`config.mk`:
```
export PLATFORM = sky130hd
export DESIGN_NAME = txd_ring_engine
export DESIGN_NICKNAME = d
export VERILOG_FILES = /design/src/rtl/txd_pkg.sv /design/src/rtl/txd_rst_sync.sv /design/src/rtl/txd_desc_decode.sv /design/src/rtl/txd_byte_stage.sv /design/src/rtl/txd_ring_engine.sv
export SDC_FILE = /design/constraint.sdc
export NUM_CORES = 1
export LEC_CHECK = 0
export BUFFER_PORTS_ARGS = -buffer_cell sky130_fd_sc_hd__buf_2
export CORE_UTILIZATION = 60
export CTS_CLUSTER_DIAMETER = 100
export DETAILED_ROUTE_END_ITERATION = 10
export GPL_TIMING_DRIVEN = 0
export PLACE_DENSITY = 0.89
export SLEW_MARGIN = 20
export SYNTH_ARGS = -nofsm -noshare
export SYNTH_HDL_FRONTEND = slang
export SYNTH_HIERARCHICAL = 1
export SYNTH_SLANG_ARGS = --single-unit
```
`constraint.sdc`:
```
create_clock -name clk -period 6.81 [get_ports clk]
set_input_delay 1.362 -clock clk [delete_from_list [all_inputs] [get_ports clk]]
set_output_delay 1.362 -clock clk [all_outputs]
set_load 0.02 [all_outputs]
```
`src/rtl/txd_pkg.sv`:
```
package txd_pkg;
  localparam int BUF_AW   = 24;   // byte address width of a buffer
  localparam int WORD_W   = 16;
  localparam int OWN_BIT  = 15;
  localparam int STP_BIT  = 9;
  localparam int ENP_BIT  = 8;
  localparam int LEN_W    = 13;   // holds 4096 - field
  localparam int LEN_SPAN = 4096;
  localparam int LEN_MIN  = 12;
  localparam int LEN_MAX  = 1900;
  localparam int CNT_W    = 11;   // enough for LEN_MAX

  typedef enum logic [3:0] {
    ST_IDLE,
    ST_SCAN_W1,
    ST_SCAN_W2,
    ST_SCAN_CHK,
    ST_DROP_RD,
    ST_DROP_WR,
    ST_LD_W0,
    ST_LD_W1,
    ST_LD_W2,
    ST_LD_LEN,
    ST_BYTE_RD,
    ST_BYTE_CAP,
    ST_BYTE_OUT,
    ST_WB
  } txd_state_e;
endpackage

```
`src/rtl/txd_rst_sync.sv`:
```
module txd_rst_sync (
  input  logic clk,
  input  logic arst_n,
  output logic srst_n
);
  logic [1:0] sync_q;

  always_ff @(posedge clk or negedge arst_n) begin
    if (!arst_n) sync_q <= 2'b00;
    else         sync_q <= {sync_q[0], 1'b1};
  end

  assign srst_n = sync_q[1];
endmodule

```
`src/rtl/txd_desc_decode.sv`:
```
module txd_desc_decode
  import txd_pkg::*;
(
  input  logic [WORD_W-1:0] ctl_w,
  input  logic [WORD_W-1:0] cnt_w,
  output logic              own_o,
  output logic              sop_o,
  output logic              eop_o,
  output logic              ready_o,
  output logic [LEN_W-1:0]  len_o
);
  logic marker_ok;
  logic len_ok;

  always_comb begin
    own_o     = ctl_w[OWN_BIT];
    sop_o     = ctl_w[STP_BIT];
    eop_o     = ctl_w[ENP_BIT];
    len_o     = LEN_W'(LEN_SPAN) - {1'b0, cnt_w[11:0]};
    marker_ok = &cnt_w[15:12];
    len_ok    = (len_o >= LEN_W'(LEN_MIN)) && (len_o <= LEN_W'(LEN_MAX));
    ready_o   = own_o && marker_ok && len_ok;
  end
endmodule

```
`src/rtl/txd_byte_stage.sv`:
```
module txd_byte_stage (
  input  logic       clk,
  input  logic       rst_n,
  input  logic       load_i,
  input  logic [7:0] byte_i,
  input  logic       last_i,
  input  logic       ready_i,
  output logic       valid_o,
  output logic [7:0] byte_o,
  output logic       last_o,
  output logic       fire_o
);
  logic       vld_q, vld_d;
  logic [7:0] dat_q, dat_d;
  logic       lst_q, lst_d;

  assign fire_o = vld_q && ready_i;

  always_comb begin
    vld_d = vld_q;
    dat_d = dat_q;
    lst_d = lst_q;
    if (fire_o) vld_d = 1'b0;
    if (load_i) begin
      vld_d = 1'b1;
      dat_d = byte_i;
      lst_d = last_i;
    end
  end

  always_ff @(posedge clk or negedge rst_n) begin
    if (!rst_n) begin
      vld_q <= 1'b0;
      dat_q <= 8'h00;
      lst_q <= 1'b0;
    end else begin
      vld_q <= vld_d;
      if (load_i) begin
        dat_q <= dat_d;
        lst_q <= lst_d;
      end
    end
  end

  assign valid_o = vld_q;
  assign byte_o  = dat_q;
  assign last_o  = lst_q;

  AST_OUT_HOLD: assert property (@(posedge clk) disable iff (!rst_n)
    (valid_o && !ready_i) |=> (valid_o && $stable(byte_o) && $stable(last_o)));
endmodule

```
`src/rtl/txd_ring_engine.sv`:
```
module txd_ring_engine
  import txd_pkg::*;
#(
  parameter int RING_MAX = 64,
  localparam int IDX_W   = $clog2(RING_MAX),
  localparam int AW      = BUF_AW
) (
  input  logic              clk,
  input  logic              rst_n,
  input  logic              tx_en_i,
  input  logic              demand_i,
  input  logic [AW-1:0]     ring_base_i,
  input  logic [IDX_W:0]    ring_len_i,
  output logic              mem_req_o,
  output logic              mem_we_o,
  output logic [AW-2:0]     mem_addr_o,
  output logic [WORD_W-1:0] mem_wdata_o,
  input  logic [WORD_W-1:0] mem_rdata_i,
  output logic [7:0]        tx_data_o,
  output logic              tx_valid_o,
  output logic              tx_last_o,
  input  logic              tx_ready_i,
  output logic              tx_irq_o
);
  localparam int SUM_W = IDX_W + 2;

  logic srst_n;
  txd_rst_sync u_rst (.clk(clk), .arst_n(rst_n), .srst_n(srst_n));

  txd_state_e        st_q, st_d;
  logic [IDX_W-1:0]  idx_q, idx_d;
  logic [IDX_W-1:0]  scan_q, scan_d;
  logic [IDX_W:0]    chain_q, chain_d;
  logic [IDX_W:0]    lap_q, lap_d;
  logic [WORD_W-1:0] w1_q, w1_d;
  logic [WORD_W-1:0] lo_q, lo_d;
  logic [CNT_W-1:0]  blen_q, blen_d;
  logic [CNT_W-1:0]  bcnt_q, bcnt_d;
  logic              hold_q, hold_d;
  logic              irq_q, irq_d;
  logic              pend_q, pend_d;

  logic              d_own, d_sop, d_eop, d_ready;
  logic [LEN_W-1:0]  d_len;
  logic [1:0]        wsel;
  logic              sel_scan, byte_acc, ld;
  logic              fire;
  logic [AW-1:0]     baddr;
  logic [AW-2:0]     desc_wa;
  logic [IDX_W-1:0]  sel_idx;
  logic [SUM_W-1:0]  used_sum;
  logic              at_last;
  logic [7:0]        pick_byte;

  function automatic logic [IDX_W-1:0] ring_next(input logic [IDX_W-1:0] i,
                                                 input logic [IDX_W:0]   len);
    logic [IDX_W:0] p;
    p = {1'b0, i} + 1'b1;
    return (p >= len) ? '0 : p[IDX_W-1:0];
  endfunction

  txd_desc_decode u_dec (
    .ctl_w(w1_q), .cnt_w(mem_rdata_i),
    .own_o(d_own), .sop_o(d_sop), .eop_o(d_eop), .ready_o(d_ready), .len_o(d_len)
  );

  txd_byte_stage u_out (
    .clk(clk), .rst_n(srst_n), .load_i(ld), .byte_i(pick_byte), .last_i(w1_q[ENP_BIT] && at_last),
    .ready_i(tx_ready_i), .valid_o(tx_valid_o), .byte_o(tx_data_o), .last_o(tx_last_o), .fire_o(fire)
  );

  assign used_sum  = SUM_W'(lap_q) + SUM_W'(chain_q);
  assign at_last   = (bcnt_q == blen_q - 1'b1);
  assign baddr     = {w1_q[7:0], lo_q} + AW'(bcnt_q);
  assign pick_byte = baddr[0] ? mem_rdata_i[15:8] : mem_rdata_i[7:0];
  assign sel_idx   = sel_scan ? scan_q : idx_q;
  assign desc_wa   = ring_base_i[AW-1:1] + (AW-1)'({sel_idx, wsel});
  assign mem_addr_o = byte_acc ? baddr[AW-1:1] : desc_wa;

  always_comb begin
    st_d = st_q;       idx_d = idx_q;     scan_d = scan_q;
    chain_d = chain_q; lap_d = lap_q;     w1_d = w1_q;
    lo_d = lo_q;       blen_d = blen_q;   bcnt_d = bcnt_q;
    hold_d = hold_q;   irq_d = 1'b0;
    pend_d = pend_q | demand_i;
    mem_req_o = 1'b0;  mem_we_o = 1'b0;   mem_wdata_o = '0;
    wsel = 2'd1;       sel_scan = 1'b0;   byte_acc = 1'b0;  ld = 1'b0;
    case (st_q)
      ST_IDLE: begin
        if (pend_q && tx_en_i) begin
          pend_d  = demand_i;
          lap_d   = '0;
          chain_d = '0;
          scan_d  = idx_q;
          st_d    = ST_SCAN_W1;
        end
      end
      ST_SCAN_W1: begin
        if (used_sum >= SUM_W'(ring_len_i)) begin
          st_d = ST_IDLE;
        end else begin
          mem_req_o = 1'b1; sel_scan = 1'b1; wsel = 2'd1;
          st_d = ST_SCAN_W2;
        end
      end
      ST_SCAN_W2: begin
        w1_d = mem_rdata_i;
        mem_req_o = 1'b1; sel_scan = 1'b1; wsel = 2'd2;
        st_d = ST_SCAN_CHK;
      end
      ST_SCAN_CHK: begin
        if (!d_ready || (chain_q == '0 && !d_sop)) begin
          st_d = ST_IDLE;
        end else if (chain_q != '0 && d_sop) begin
          hold_d = d_eop;
          st_d   = ST_DROP_RD;
        end else begin
          chain_d = chain_q + 1'b1;
          scan_d  = ring_next(scan_q, ring_len_i);
          st_d    = d_eop ? ST_LD_W0 : ST_SCAN_W1;
        end
      end
      ST_DROP_RD: begin
        mem_req_o = 1'b1; wsel = 2'd1;
        st_d = ST_DROP_WR;
      end
      ST_DROP_WR: begin
        mem_req_o = 1'b1; mem_we_o = 1'b1; wsel = 2'd1;
        mem_wdata_o = mem_rdata_i & ~(WORD_W'(1) << OWN_BIT);
        idx_d = ring_next(idx_q, ring_len_i);
        lap_d = lap_q + 1'b1;
        if (chain_q == (IDX_W+1)'(1)) begin
          chain_d = (IDX_W+1)'(1);
          scan_d  = ring_next(scan_q, ring_len_i);
          st_d    = hold_q ? ST_LD_W0 : ST_SCAN_W1;
        end else begin
          chain_d = chain_q - 1'b1;
          st_d    = ST_DROP_RD;
        end
      end
      ST_LD_W0: begin
        mem_req_o = 1'b1; wsel = 2'd0;
        st_d = ST_LD_W1;
      end
      ST_LD_W1: begin
        lo_d = mem_rdata_i;
        mem_req_o = 1'b1; wsel = 2'd1;
        st_d = ST_LD_W2;
      end
      ST_LD_W2: begin
        w1_d = mem_rdata_i;
        mem_req_o = 1'b1; wsel = 2'd2;
        st_d = ST_LD_LEN;
      end
      ST_LD_LEN: begin
        blen_d = d_len[CNT_W-1:0];
        bcnt_d = '0;
        st_d   = ST_BYTE_RD;
      end
      ST_BYTE_RD: begin
        mem_req_o = 1'b1; byte_acc = 1'b1;
        st_d = ST_BYTE_CAP;
      end
      ST_BYTE_CAP: begin
        ld   = 1'b1;
        st_d = ST_BYTE_OUT;
      end
      ST_BYTE_OUT: begin
        if (fire) begin
          if (at_last) begin
            st_d = ST_WB;
          end else begin
            bcnt_d = bcnt_q + 1'b1;
            st_d   = ST_BYTE_RD;
          end
        end
      end
      ST_WB: begin
        mem_req_o = 1'b1; mem_we_o = 1'b1; wsel = 2'd1;
        mem_wdata_o = w1_q & ~(WORD_W'(1) << OWN_BIT);
        idx_d   = ring_next(idx_q, ring_len_i);
        lap_d   = lap_q + 1'b1;
        chain_d = chain_q - 1'b1;
        if (w1_q[ENP_BIT]) begin
          irq_d = 1'b1;
          st_d  = ST_SCAN_W1;
        end else begin
          st_d  = ST_LD_W0;
        end
      end
      default: st_d = ST_IDLE;
    endcase
  end

  always_ff @(posedge clk or negedge srst_n) begin
    if (!srst_n) begin
      st_q <= ST_IDLE;  idx_q <= '0;  scan_q <= '0;  chain_q <= '0;
      lap_q <= '0;      w1_q <= '0;   lo_q <= '0;    blen_q <= '0;
      bcnt_q <= '0;     hold_q <= 1'b0; irq_q <= 1'b0; pend_q <= 1'b0;
    end else begin
      st_q <= st_d;  idx_q <= idx_d;  scan_q <= scan_d;  chain_q <= chain_d;
      lap_q <= lap_d; w1_q <= w1_d;   lo_q <= lo_d;      blen_q <= blen_d;
      bcnt_q <= bcnt_d; hold_q <= hold_d; irq_q <= irq_d; pend_q <= pend_d;
    end
  end

  assign tx_irq_o = irq_q;

  AST_WB_OWN_CLR: assert property (@(posedge clk) disable iff (!srst_n)
    mem_we_o |-> !mem_wdata_o[OWN_BIT]);
  AST_IRQ_PULSE: assert property (@(posedge clk) disable iff (!srst_n)
    tx_irq_o |=> !tx_irq_o);
  AST_IRQ_AFTER_END: assert property (@(posedge clk) disable iff (!srst_n)
    tx_irq_o |-> ($past(mem_we_o) && $past(mem_wdata_o[ENP_BIT])));
  AST_LAP_BOUND: assert property (@(posedge clk) disable iff (!srst_n)
    (st_q != ST_IDLE) |-> (used_sum <= SUM_W'(ring_len_i)));
  AST_START_GATED: assert property (@(posedge clk) disable iff (!srst_n)
    ((st_q != ST_IDLE) && $past(st_q == ST_IDLE)) |-> $past(tx_en_i));
  AST_NO_OUT_IDLE: assert property (@(posedge clk) disable iff (!srst_n)
    (st_q == ST_IDLE) |-> (!tx_valid_o && !mem_req_o));
endmodule

```
Word-level counts from Yosys, hierarchy flattened
Index checks and enable logic that the tools add are counted.
{"block": "totals", "reg_bits": 99, "inputBits": 52, "output_inout_bits": 52, "word_cells": 128}
{"block": "op_classes", "addsub": 11, "magnitude_cmp": 5, "n_eq_ne": 21, "n_mux": 44, "bitwise": 2, "n_reduce_logical": 29}
{"operator": "$pmux 4 s14", "n": 1}
{"operator": "$mux 6", "n": 7}
{"operator": "$pmux 15 s2", "n": 1}
{"operator": "$mux 7", "n": 4}
{"operator": "$pmux 7 s4", "n": 1}
{"operator": "$add 24x11->24", "n": 1}
{"operator": "$eq 4x4->1 const B", "n": 6}
{"operator": "$add 23x8->23", "n": 1}
{"operator": "$mux 23", "n": 1}
{"operator": "$mux 11", "n": 2}
{"operator": "$pmux 11 s2", "n": 1}
{"operator": "$mux 3", "n": 7}
{"operator": "$pmux 6 s3", "n": 1}
{"operator": "$eq 4x3->1 const B", "n": 4}
{"operator": "$add 6x1->7 const B", "n": 2}
{"operator": "$add 7x1->7 const B", "n": 2}
{"operator": "$ge 7x7->1", "n": 2}
{"operator": "$pmux 7 s2", "n": 1}
{"operator": "$ge 13x4->1 const B", "n": 1}
{"operator": "$le 13x11->1 const B", "n": 1}
{"operator": "$sub 13x12->13 const A", "n": 1}
{"operator": "$ne 2x2->1 const B", "n": 6}
{"operator": "$add 11x1->11 const B", "n": 1}
{"operator": "$eq 11x11->1", "n": 1}
{"operator": "30 further kinds", "n": 56}

Longest topological paths before layout
Gate-level depths: netlist of the first run.
{"block": "logic_depth", "ltp_word": 8, "ltp_mapped": 24, "ltp_nobuf": 23}

Modules after synthesis
Netlist of the first run, hierarchy kept.
{"mod": "txd_ring_engine", "n_inst": 1, "cells_each": 863, "area_per_inst_um2": 7211.9, "seq_area_each_um2": 2177.1}
{"mod": "txd_desc_decode", "n_inst": 1, "cells_each": 82, "area_per_inst_um2": 601.8, "seq_area_each_um2": 0.0}
{"mod": "txd_byte_stage", "n_inst": 1, "cells_each": 23, "area_per_inst_um2": 415.4, "seq_area_each_um2": 250.2}
{"mod": "txd_rst_sync", "n_inst": 1, "cells_each": 3, "area_per_inst_um2": 53.8, "seq_area_each_um2": 50.0}

Worst setup path after synthesis of the first run
Ideal clock, no wire load.
{"block": "synth_timing", "path_type": "input to output", "startpoint": "input port ring_len_i[0]", "endpoint": "output port mem_addr_o[10]", "arrival_ns": 5.007, "t_required_ns": 5.448, "setup_slack_ns": 0.441, "cell_stages": 19, "n_path_buf": 1, "cell_sequence": "ha_1 -> nand2b_1 -> a21o_1 -> a21o_1 -> a21o_1 -> a211oi_1 -> o21bai_1 -> a21boi_1 -> mux2_2 -> ha_1 -> nor2b_1 -> o21ai_0 -> a21boi_0 -> o21ai_0 -> a211o_1 -> clkbuf_1 -> nor2_1 -> xnor2_1 -> o21ai_0"}
{"block": "synth_via", "elab_chain_len": 6}
{"item": "from (decl)", "line": "txd_ring_engine.sv:13", "source": "input logic [IDX_W:0] ring_len_i,"}
{"item": "$ge 8x7->1", "line": "txd_ring_engine.sv:99", "source": "if (used_sum >= SUM_W'(ring_len_i)) begin"}
{"item": "$mux 1", "line": "txd_ring_engine.sv:99"}
{"item": "$pmux 1 s2", "line": "txd_ring_engine.sv:88", "source": "case (st_q)"}
{"item": "$mux 6", "line": "txd_ring_engine.sv:76", "source": "assign sel_idx = sel_scan ? scan_q : idx_q;"}
{"item": "$add 23x8->23", "line": "txd_ring_engine.sv:77", "source": "assign desc_wa = ring_base_i[AW-1:1] + (AW-1)'({sel_idx, wsel});"}
{"item": "$mux 23", "line": "txd_ring_engine.sv:78", "source": "assign mem_addr_o = byte_acc ? baddr[AW-1:1] : desc_wa;"}
{"item": "to (decl)", "line": "txd_ring_engine.sv:16", "source": "output logic [AW-2:0] mem_addr_o,"}
Every way passes these cells.

Worst setup path in the final report of the first run
{"block": "layout_timing", "startpoint": "input port ring_len_i[0]", "endpoint": "output port mem_addr_o[22]"}
The elaborated chain is that of the path after synthesis.

==> results of run 1 <==
[area by class of cell]
cell class | instances | area share [%]
tap | 176 | 2.34
buffer | 40 | 2.29
inverter | 47 | 1.87
sequential | 99 | 26.4
timing repair buffer | 108 | 6.14
clock buffer | 10 | 2.43
multi-input combinational | 780 | 57.7
clock inverter | 6 | 0.864
[per-layer routing]
layer  routed length (um)  vias up  global-route usage, %
li1                     -     3649                      -
met4                  481        0                   9.84
met3                 1390       49                   7.28
met5                    0        -                      0
met2                10800      328                   54.3
met1                 8710     3684                   37.3
[timing repair]
item | 4_1_cts | 5_1_grt
endpoints found under the setup margin | 15 | 16
pin swaps | 0 | 5
buffers inserted | 2 | 4
gates resized for setup | 6 | 10
hold endpoints to repair | 0 | 0
hold buffers | 0 | 0
[power groups by stage]
stage | Combinational (mW) | Clock [mW] | Sequential, mW
detailed placement | 2.31 | 0 | 1.08
floorplan | 1.77 | 0 | 1.02
global route | 2.67 | 0.570 | 1.11
global placement | 2.23 | 0 | 1.07
finish | 2.41 | 0.544 | 1.08
CTS | 2.36 | 0.548 | 1.07
[per-stage QoR]
stage / cell area [um2] / total power [mW] / utilization [%] / TNS [ps]
final: 9410 / 4.03 / 70.5 / 0
after global placement: 8980 / 3.30 / 67.3 / -133
after detailed placement: 9010 / 3.39 / 67.5 / -285
after floorplan: 8260 / 2.79 / - / 0
after global routing: 9410 / 4.35 / 70.5 / -130
after CTS: 9360 / 3.98 / 70.2 / 0
[sequential cells by signal (all words and copies together) (netlist names)]
name / flops
bcnt_q: 11
blen_q: 11
chain_q: 7
hold_q: 1
idx_q: 6
lap_q: 7
lo_q: 16
pend_q: 1
scan_q: 6
st_q: 4
tx_irq_o: 1
u_out/byte_o: 8
u_out/last_o: 1
u_out/valid_o: 1
u_rst/sync_q: 2
w1_q: 16
[worst max-delay path by stage]
stage                              from              to
after floorplan           ring_len_i[0]  mem_addr_o[10]
after global placement    ring_len_i[0]  mem_addr_o[18]
after detailed placement  ring_len_i[0]  mem_addr_o[22]
after CTS                    chain_q[0]  mem_addr_o[22]
after global routing         chain_q[1]  mem_addr_o[16]
final                     ring_len_i[0]  mem_addr_o[22]
==> results.md, run 1 <==
- Status: finished clean
- Iteration-0 DRC Markers: 735
- Placed cell count: 1245
- Largest net degree at the start of global routing: 54
- Total number of vias: 7710
- Synth Instances: 967
- Most used cell, CP: a21o_1
- Switch Pwr: 1.90 mW
- Setup Slack @ Placement: -83.2 ps
- CTS tree: yes
- Fin. max-slew vios: 0
- CP max FO: 8
- Die Area: 14200 um2
- Final #Nets: 1198
- Clock root cell: clkbuf_16
- Die height: 119 um
- Initial antenna violation count: 0
- Site row count: 42
- Layout cells sized above 1: 18.9%
- Avg WL per Cell: 16.9 um
- Gr usage total: 31.0%
- Fin cells: 1266
- Max-Cap Viols: 0
- Hpwl dp: 15.9 mm
- Layout overhead on the synthesized area: 14.0%
- Worst clock skew: 9.56 ps
- Setup Crit Path Kind: input port to output port
- Clock latency on the worst-skew pair: 360 ps
- Worst setup SP type: input port
- Hold WS: 343 ps
- Setup-failing EPs final: 0
- R2R Path End: st_q[1]
- Die width: 119 um
- PwrDens: 429 nW/um2
- Number of global-route vias before repair: 7457
- Setup crit end kind: output port
- I/O pin total: 104
- Int Pwr: 2.13 mW
- Crit-path cells: buf_2, ha_1, nand2b_1, a21o_1, a21o_1, a21o_1, a211oi_1, o21bai_2, a21boi_4, mux2_2, ha_1, nor2b_1, o21ai_0, a21boi_1, o21ai_1, a211o_2, nor3_2, xnor2_1, mux2i_1, buf_2
- Syn Nets: 1080
- Critical path data required time: 5450 ps
- Multi-input gate area: 5430 um2
- Pleak: 4.48 nW
- Initial Utilization: 61.9%
- H-Tree Depth: 3
- Period utilisation layout: 97.3%
- FF/Latch Area: 2480 um2
- Comb power frac: 59.8%
- CTS Buffer Depth: 2
- Normalized max-slew margin: 34.1%
- Register share of total power: 26.7%
- Reg2Reg Launch Point: chain_q[0]
- Core Area: 13300 um2
- Number of cells on the critical path: 20
- Worst-Margin Slew: 980 ps
- Tmin final: 6630 ps
- VDD IR max: 0.329 mV
- Port bufs: 101
- Reg2Reg Depth: 14
- Fill cell count: 1040
- Crit path buf inv count: 2
- Most common cell after layout, fill and taps aside: nand2_1
- Slowest cell on crit path: a211o_2
- Sw frac: 47.1%
- Drt total wl: 21.4 mm
- ANT cells: 0
- Routed vias/inst: 6.09
- Cell family contributing the most delay on the critical path: compound AO/OA/AOI/OAI gates
- Placer Congestion: 0.936
- YS warnings: 6
- Mapped Avg Cell Area: 8.54 um2
- DRC: 0
- Hold/Removal Path Class: flop to asynchronous set/reset pin
- Clock slew at reported path FFs: 70 ps
- Fin. Hold Viols: 0
- Fmax: 151 MHz
- Total gr overflow: 0
- CTS buffer count: 9
- Final WS setup: 185 ps
- R2R Setup Slk: 4010 ps
- Clock Power Share: 13.5%
- CP peak stage delay: 440 ps
- Mapped Area: 8260 um2
- First-pass GRT wire length: 35.2 mm
- Commonest cells after routing, fill and taps aside: 157 x nand2_1, 101 x buf_2, 96 x dfrtp_1
- Critical path arrival: 5260 ps
- TritonCTS Sinks: 99
- Post-DRT Antenna Nets: 0
- Drt pass-1 iters: 5
Note: power is estimated with default switching activity, not from simulation.
==> inputs of run 2 (changes only) <==
Settings changed: CELL_PAD_IN_SITES_DETAIL_PLACEMENT from default to 1, CELL_PAD_IN_SITES_GLOBAL_PLACEMENT from default to 2, CORE_UTILIZATION 60 to 36, PLACE_DENSITY 0.89 to 0.88.
==> run 2 against run 1 <==
Compared with the run above: worst hold slack better by 16 ps; first-iteration DRC count down 52%; setup slack better by 52 ps; non-clock buffer count unchanged; critical path type unchanged; critical path depth unchanged; wire length up 17%; critical endpoint unchanged; clock skew up 3.6 ps.
==> results.md, run 2 (synthesis gave the netlist of run 1 again) <==
- Initial antenna violation count: 0 (unchanged)
- Number of global-route vias before repair: 7769 (+4.2%)
- Hold/Removal Path Class: flop to flop
- Crit-path cells: buf_2, ha_1, nand2b_1, a21o_1, a21o_1, a21o_1, a211oi_2, o21bai_2, a21boi_4, mux2_4, ha_4, nor2b_1, o21ai_0, a21boi_1, o21ai_2, a211o_4, nor3_4, xnor2_1, mux2i_1, buf_4
- Setup-failing EPs final: 0 (unchanged)
- Die height: 153 um (+29%)
- Drt pass-1 iters: 4 (-1)
- PwrDens: 426 nW/um2 (-0.57%)
- ANT cells: 0 (unchanged)
- I/O pin total: 104 (unchanged)
- Iteration-0 DRC Markers: 351 (-52%)
- Die Area: 23500 um2 (+65%)
- Setup Slack @ Placement: -347 ps (-264 ps)
- Placed standard-cell area: 9150 um2 (+1.5%)
- Largest net degree at the start of global routing: 50 (-7.4%)
- Fin. Hold Viols: 0 (unchanged)
- Layout overhead on the synthesized area: 16.5%
- First-pass GRT wire length: 41.1 mm (+17%)
- Fmax: 152 MHz (+0.79%)
- Total gr overflow: 0 (unchanged)
- VDD IR max: 0.166 mV (-50%)
- TNS Setup: 0 ps (unchanged)
- Most common cell after layout, fill and taps aside: nand2_1
- CTS tree: yes
- Most used cell, CP: a21o_1
- Hpwl dp: 19.0 mm (+19%)
- Clock slew at reported path FFs: 80 ps (about the same)
- Period utilisation layout: 96.5% (-0.76 points)
- Max-Cap Viols: 0 (unchanged)
- CP max FO: 8 (unchanged)
- Sw frac: 48.3% (+1.2 points)
- Fin cells: 1375 (+8.6%)
- Setup Crit Path Kind: input port to output port
- Critical path data required time: 5450 ps (about the same)
- Placer Congestion: 0.838 (-10%)
- Port bufs: 101 (unchanged)
- Fin. max-slew vios: 0 (unchanged)
- Register share of total power: 26.6% (about the same)
- FF/Latch Area: 2480 um2 (unchanged)
- Tmin final: 6570 ps (-51.6 ps)
- Final #Nets: 1198 (unchanged)
- CP peak stage delay: 400 ps (-40 ps)
- Clock Power Share: 13.0% (-0.5 points)
- Worst-Margin Slew: 960 ps (-20.0 ps)
- Setup crit end kind: output port
- DRC: 0 (unchanged)
- Comb power frac: 60.4% (+0.6 points)
- CTS buffer count: 9 (unchanged)
- Clock latency on the worst-skew pair: 370 ps (about the same)
- Site row count: 55 (+31%)
- Multi-input gate area: 5510 um2 (+1.5%)
- Normalized max-slew margin: 35.4% (+1.3 points)
- Gr usage total: 21.9% (-9.1 points)
- Largest regs: lo_q: 16 flops, w1_q: 16 flops
- TritonCTS Sinks: 99 (unchanged)
- H-Tree Depth: 3 (unchanged)
- Worst setup SP type: input port
- CTS Buffer Depth: 2 (unchanged)
- Clock root cell: clkbuf_16
- Post-DRT Antenna Nets: 0 (unchanged)
- Pleak: 4.50 nW (+0.40%)
- Drt total wl: 25.0 mm (+17%)
- Placed cell count: 1354 (+8.8%)
- Worst clock skew: 13.2 ps (+3.64 ps)
- Routed vias/inst: 5.42 (-11%)
- Crit path buf inv count: 2 (unchanged)
- Final WS setup: 236 ps (+51.6 ps)
- Post-layout instance area: 9620 um2 (+2.2%)
- Switch Pwr: 1.98 mW (+4.2%)
- Hold WS: 359 ps (+15.7 ps)
- Total number of vias: 7458 (-3.3%)
- Core Area: 22600 um2 (+69%)
- Avg WL per Cell: 18.2 um (+7.6%)
- Cell family contributing the most delay on the critical path: compound AO/OA/AOI/OAI gates
- Tot Pwr: 4.10 mW (+1.7%)
- Die width: 153 um (+29%)
- Slowest cell on crit path: a211o_4
- Critical path arrival: 5210 ps (-50 ps)
- Fill cell count: 2730 (+160%)
- Status: finished clean
- Commonest cells after routing, fill and taps aside: 157 x nand2_1, 97 x buf_2, 96 x dfrtp_1
- Int Pwr: 2.12 mW (-0.63%)
- # hold bufs at CTS: 0 (unchanged)
- Layout cells sized above 1: 20.0% (+1.1 points)
- Initial Utilization: 36.6% (-25 points)
- Final Util: 42.6% (-28 points)
run 2: changes by cell type in the layout (fill, tap and decap cells not counted), moves of 2 or more:
cell,change
a21oi_2,+2
buf_2,-4
buf_4,+4
inv_8,+2
ha_1,-2
inv_6,-2
a21oi_1,-2
run 2: power by group through the flow:
stage | sequential, mW | clock [mW] | combinational (mW)
global route | 1.13 | 0.562 | 2.78
detailed placement | 1.10 | 0 | 2.38
global placement | 1.10 | 0 | 2.31
floorplan | 1.02 | 0 | 1.77
finish | 1.09 | 0.534 | 2.48
CTS | 1.09 | 0.543 | 2.43
run 2: final timing paths:
kind / slack [ps] / endpoint / from / cells after the start
worst min-delay path: 360 / u_rst/sync_q[1] / u_rst/sync_q[0] / 0
min in group asynchronous: 390 / w1_q[4] / u_rst/sync_q[1] / 0
max in group asynchronous: 5680 / chain_q[1] / u_rst/sync_q[1] / 1
worst min register to register: 360 / u_rst/sync_q[1] / u_rst/sync_q[0] / 0
worst max-delay path: 240 / mem_addr_o[22] / ring_len_i[0] / 20
worst max register to register: 3790 / scan_q[4] / st_q[0] / 7
run 2: timing repair:
item / 4_1_cts / 5_1_grt
setup buffers: 1 / 5
cloned: 0 / 0
setup endpoints to repair: 16 / 16
gates resized for setup: 16 / 20
endpoints found under the hold margin: 0 / 0
pin swaps: 2 / 7
run 2: area by class of cell:
cell class | instances | area share (%)
Buffer | 40 | 2.24
Clock buffer | 9 | 2.34
Clock inverter | 7 | 0.728
Inverter | 47 | 1.83
Multi-Input combinational cell | 780 | 57.2
Sequential cell | 99 | 25.8
Tap cell | 285 | 3.71
Timing Repair Buffer | 108 | 6.11
run 2: metal layers:
| layer | routed length, um | global-route usage [%] |
|---|---|---|
| met1 | 11500 | 28.1 |
| met2 | 12700 | 39.0 |
| met3 | 622 | 3.01 |
| met4 | 224 | 4.48 |
| met5 | 0 | 0 |
==> inputs of run 3 (changes only) <==
Settings changed: CORE_ASPECT_RATIO from default to 0.9.
==> run 3 against run 2 <==
Compared with the run above: non-clock buffer count did not move; design area rose by 0.14%; critical path type is now flop to output port; register-to-register slack got worse by 140 ps; total power rose by 1.0%; clock-buffer cell count rose by 1; final cell count rose by 0.87%.
==> results.md, run 3 (synthesis gave the netlist of run 1 again) <==
- Status: finished clean
- Worst setup SP type: flop
- Site row count: 52 (-5.5%)
- Commonest cells after routing, fill and taps aside: 157 x nand2_1, 100 x buf_2, 96 x dfrtp_1
- Placer Congestion: 0.804 (-4.1%)
- Period utilisation layout: 96.5% (about the same)
- Port bufs: 101 (unchanged)
- TNS Setup: 0 ps (unchanged)
- Drt pass-1 iters: 5 (+1)
- Clock root cell: clkbuf_16
- Drt total wl: 26.3 mm (+5.5%)
- Tmin final: 6570 ps (+0.219 ps)
- Total number of vias: 7652 (+2.6%)
- Placed cell count: 1366 (+0.89%)
- Slowest cell on crit path: dfrtp_2
- Normalized max-slew margin: 35.2% (-0.21 points)
- Clock latency on the worst-skew pair: 370 ps (about the same)
- PwrDens: 430 nW/um2 (+0.87%)
- Fill cell count: 2777 (+1.7%)
- H-Tree Depth: 3 (unchanged)
- Most common cell after layout, fill and taps aside: nand2_1
- Fmax: 152 MHz (about the same)
- Fin. Hold Viols: 0 (unchanged)
- Crit-path cells: ha_1, fa_2, a21oi_2, nor2_1, nor2_1, o21bai_1, a21oi_1, xnor2_1, ha_1, o21ai_0, o21bai_2, a21boi_4, mux2_2, ha_4, nor2b_2, o21ai_1, a21boi_1, o21ai_1, a211o_4, nor3b_2, xnor2_1, mux2i_1, buf_4
- Pleak: 4.49 nW (-0.12%)
- I/O pin total: 104 (unchanged)
- Iteration-0 DRC Markers: 449 (+28%)
- Post-DRT Antenna Nets: 0 (unchanged)
- Hpwl dp: 20.1 mm (+5.5%)
- CP peak stage delay: 440 ps (+40 ps)
- Critical path arrival: 5210 ps (about the same)
- Layout overhead on the synthesized area: 16.7%
- Initial antenna violation count: 0 (unchanged)
- Max-Cap Viols: 0 (unchanged)
- ANT cells: 0 (unchanged)
- Core Area: 22500 um2 (-0.27%)
- Die width: 162 um (+5.3%)
- # hold bufs at CTS: 0 (unchanged)
- TritonCTS Sinks: 99 (unchanged)
- CTS Buffer Depth: 2 (unchanged)
- Setup crit end kind: output port
- Largest net degree at the start of global routing: 55 (+10%)
- CTS buffer count: 9 (unchanged)
- Largest regs: lo_q: 16 flops, w1_q: 16 flops
- Fin. max-slew vios: 0 (unchanged)
- Layout cells sized above 1: 19.7% (-0.28 points)
- Gr usage total: 22.8% (+0.96 points)
- CTS tree: yes
- DRC: 0 (unchanged)
- Fin cells: 1387 (+0.87%)
- Setup-failing EPs final: 0 (unchanged)
- Worst-Margin Slew: 964 ps (+3.09 ps)
- Worst clock skew: 10.2 ps (-2.99 ps)
- Crit path buf inv count: 1 (-1)
- Clock slew at reported path FFs: 80 ps (about the same)
- Die height: 146 um (-5.1%)
- Hold/Removal Path Class: flop to flop
- Number of global-route vias before repair: 7699 (-0.90%)
- Initial Utilization: 36.7% (+0.098 points)
- First-pass GRT wire length: 42.1 mm (+2.6%)
- Critical path data required time: 5450 ps (about the same)
- Die Area: 23500 um2 (unchanged)
- Total gr overflow: 0 (unchanged)
- Avg WL per Cell: 19.0 um (+4.5%)
- Final #Nets: 1198 (unchanged)
- Setup Crit Path Kind: flop to output port
- CP max FO: 8 (unchanged)
- Cell family contributing the most delay on the critical path: compound AO/OA/AOI/OAI gates
- VDD IR max: 0.157 mV (-5.2%)
- Routed vias/inst: 5.52 (+1.7%)
-- run 3: path summary, 6_finish.rpt --
path	cells after the start	end	start	slack (ps)
setup / recovery	23	mem_addr_o[18]	chain_q[0]	240
min in group asynchronous	0	scan_q[2]	u_rst/sync_q[1]	380
max in group asynchronous	1	bcnt_q[2]	u_rst/sync_q[1]	5710
hold / removal	0	u_rst/sync_q[1]	u_rst/sync_q[0]	360
setup reg to reg	7	scan_q[3]	st_q[0]	3650
hold reg to reg	0	u_rst/sync_q[1]	u_rst/sync_q[0]	360
-- run 3: layout make-up --
type,instances,area [um2],area share [%]
plain buffers,40,215,2.23
clock buffers,10,239,2.48
clock inverters,6,66.3,0.688
inverters,47,176,1.83
multi-input cells,780,5500,57.1
flip-flops and latches,99,2480,25.8
well taps,297,372,3.86
repair buffers,108,581,6.03
-- run 3: layer usage --
| metal | GRT usage, % | part of all wire [%] | vias to the layer above |
|---|---|---|---|
| li1 | - | - | 3634 |
| met2 | 34.4 | 44 | 200 |
| met5 | 0 | 0 | - |
| met3 | 4.25 | 5.4 | 30 |
| met4 | 6.51 | 1.8 | 0 |
| met1 | 33.1 | 49 | 3788 |
-- run 3: per-stage QoR --
step                cell area, um2  utilization, %  total power, mW  hold slack (ps)  setup WS, ps
floorplan                     8260               -             2.79              331           441
global placement              9140            40.6             3.44              334          -508
detailed placement            9170            40.7             3.51              337          -551
CTS                           9540            42.4             4.11              366          18.7
global route                  9640            42.8             4.49              383         -44.8
finish                        9640            42.8             4.14              363           236
-- run 3: timing repair --
action | CTS | global route
resized for setup | 16 | 14
setup endpoints to repair | 19 | 16
setup buffers | 3 | 3
pin swaps | 3 | 5
-- run 3: report_power, final --
group          total [mW]  switching [mW]  leakage (nW)  internal [mW]
Clock               0.542           0.271         0.148          0.271
Sequential           1.09           0.286          1.18          0.806
Combinational        2.51            1.46          3.16           1.05
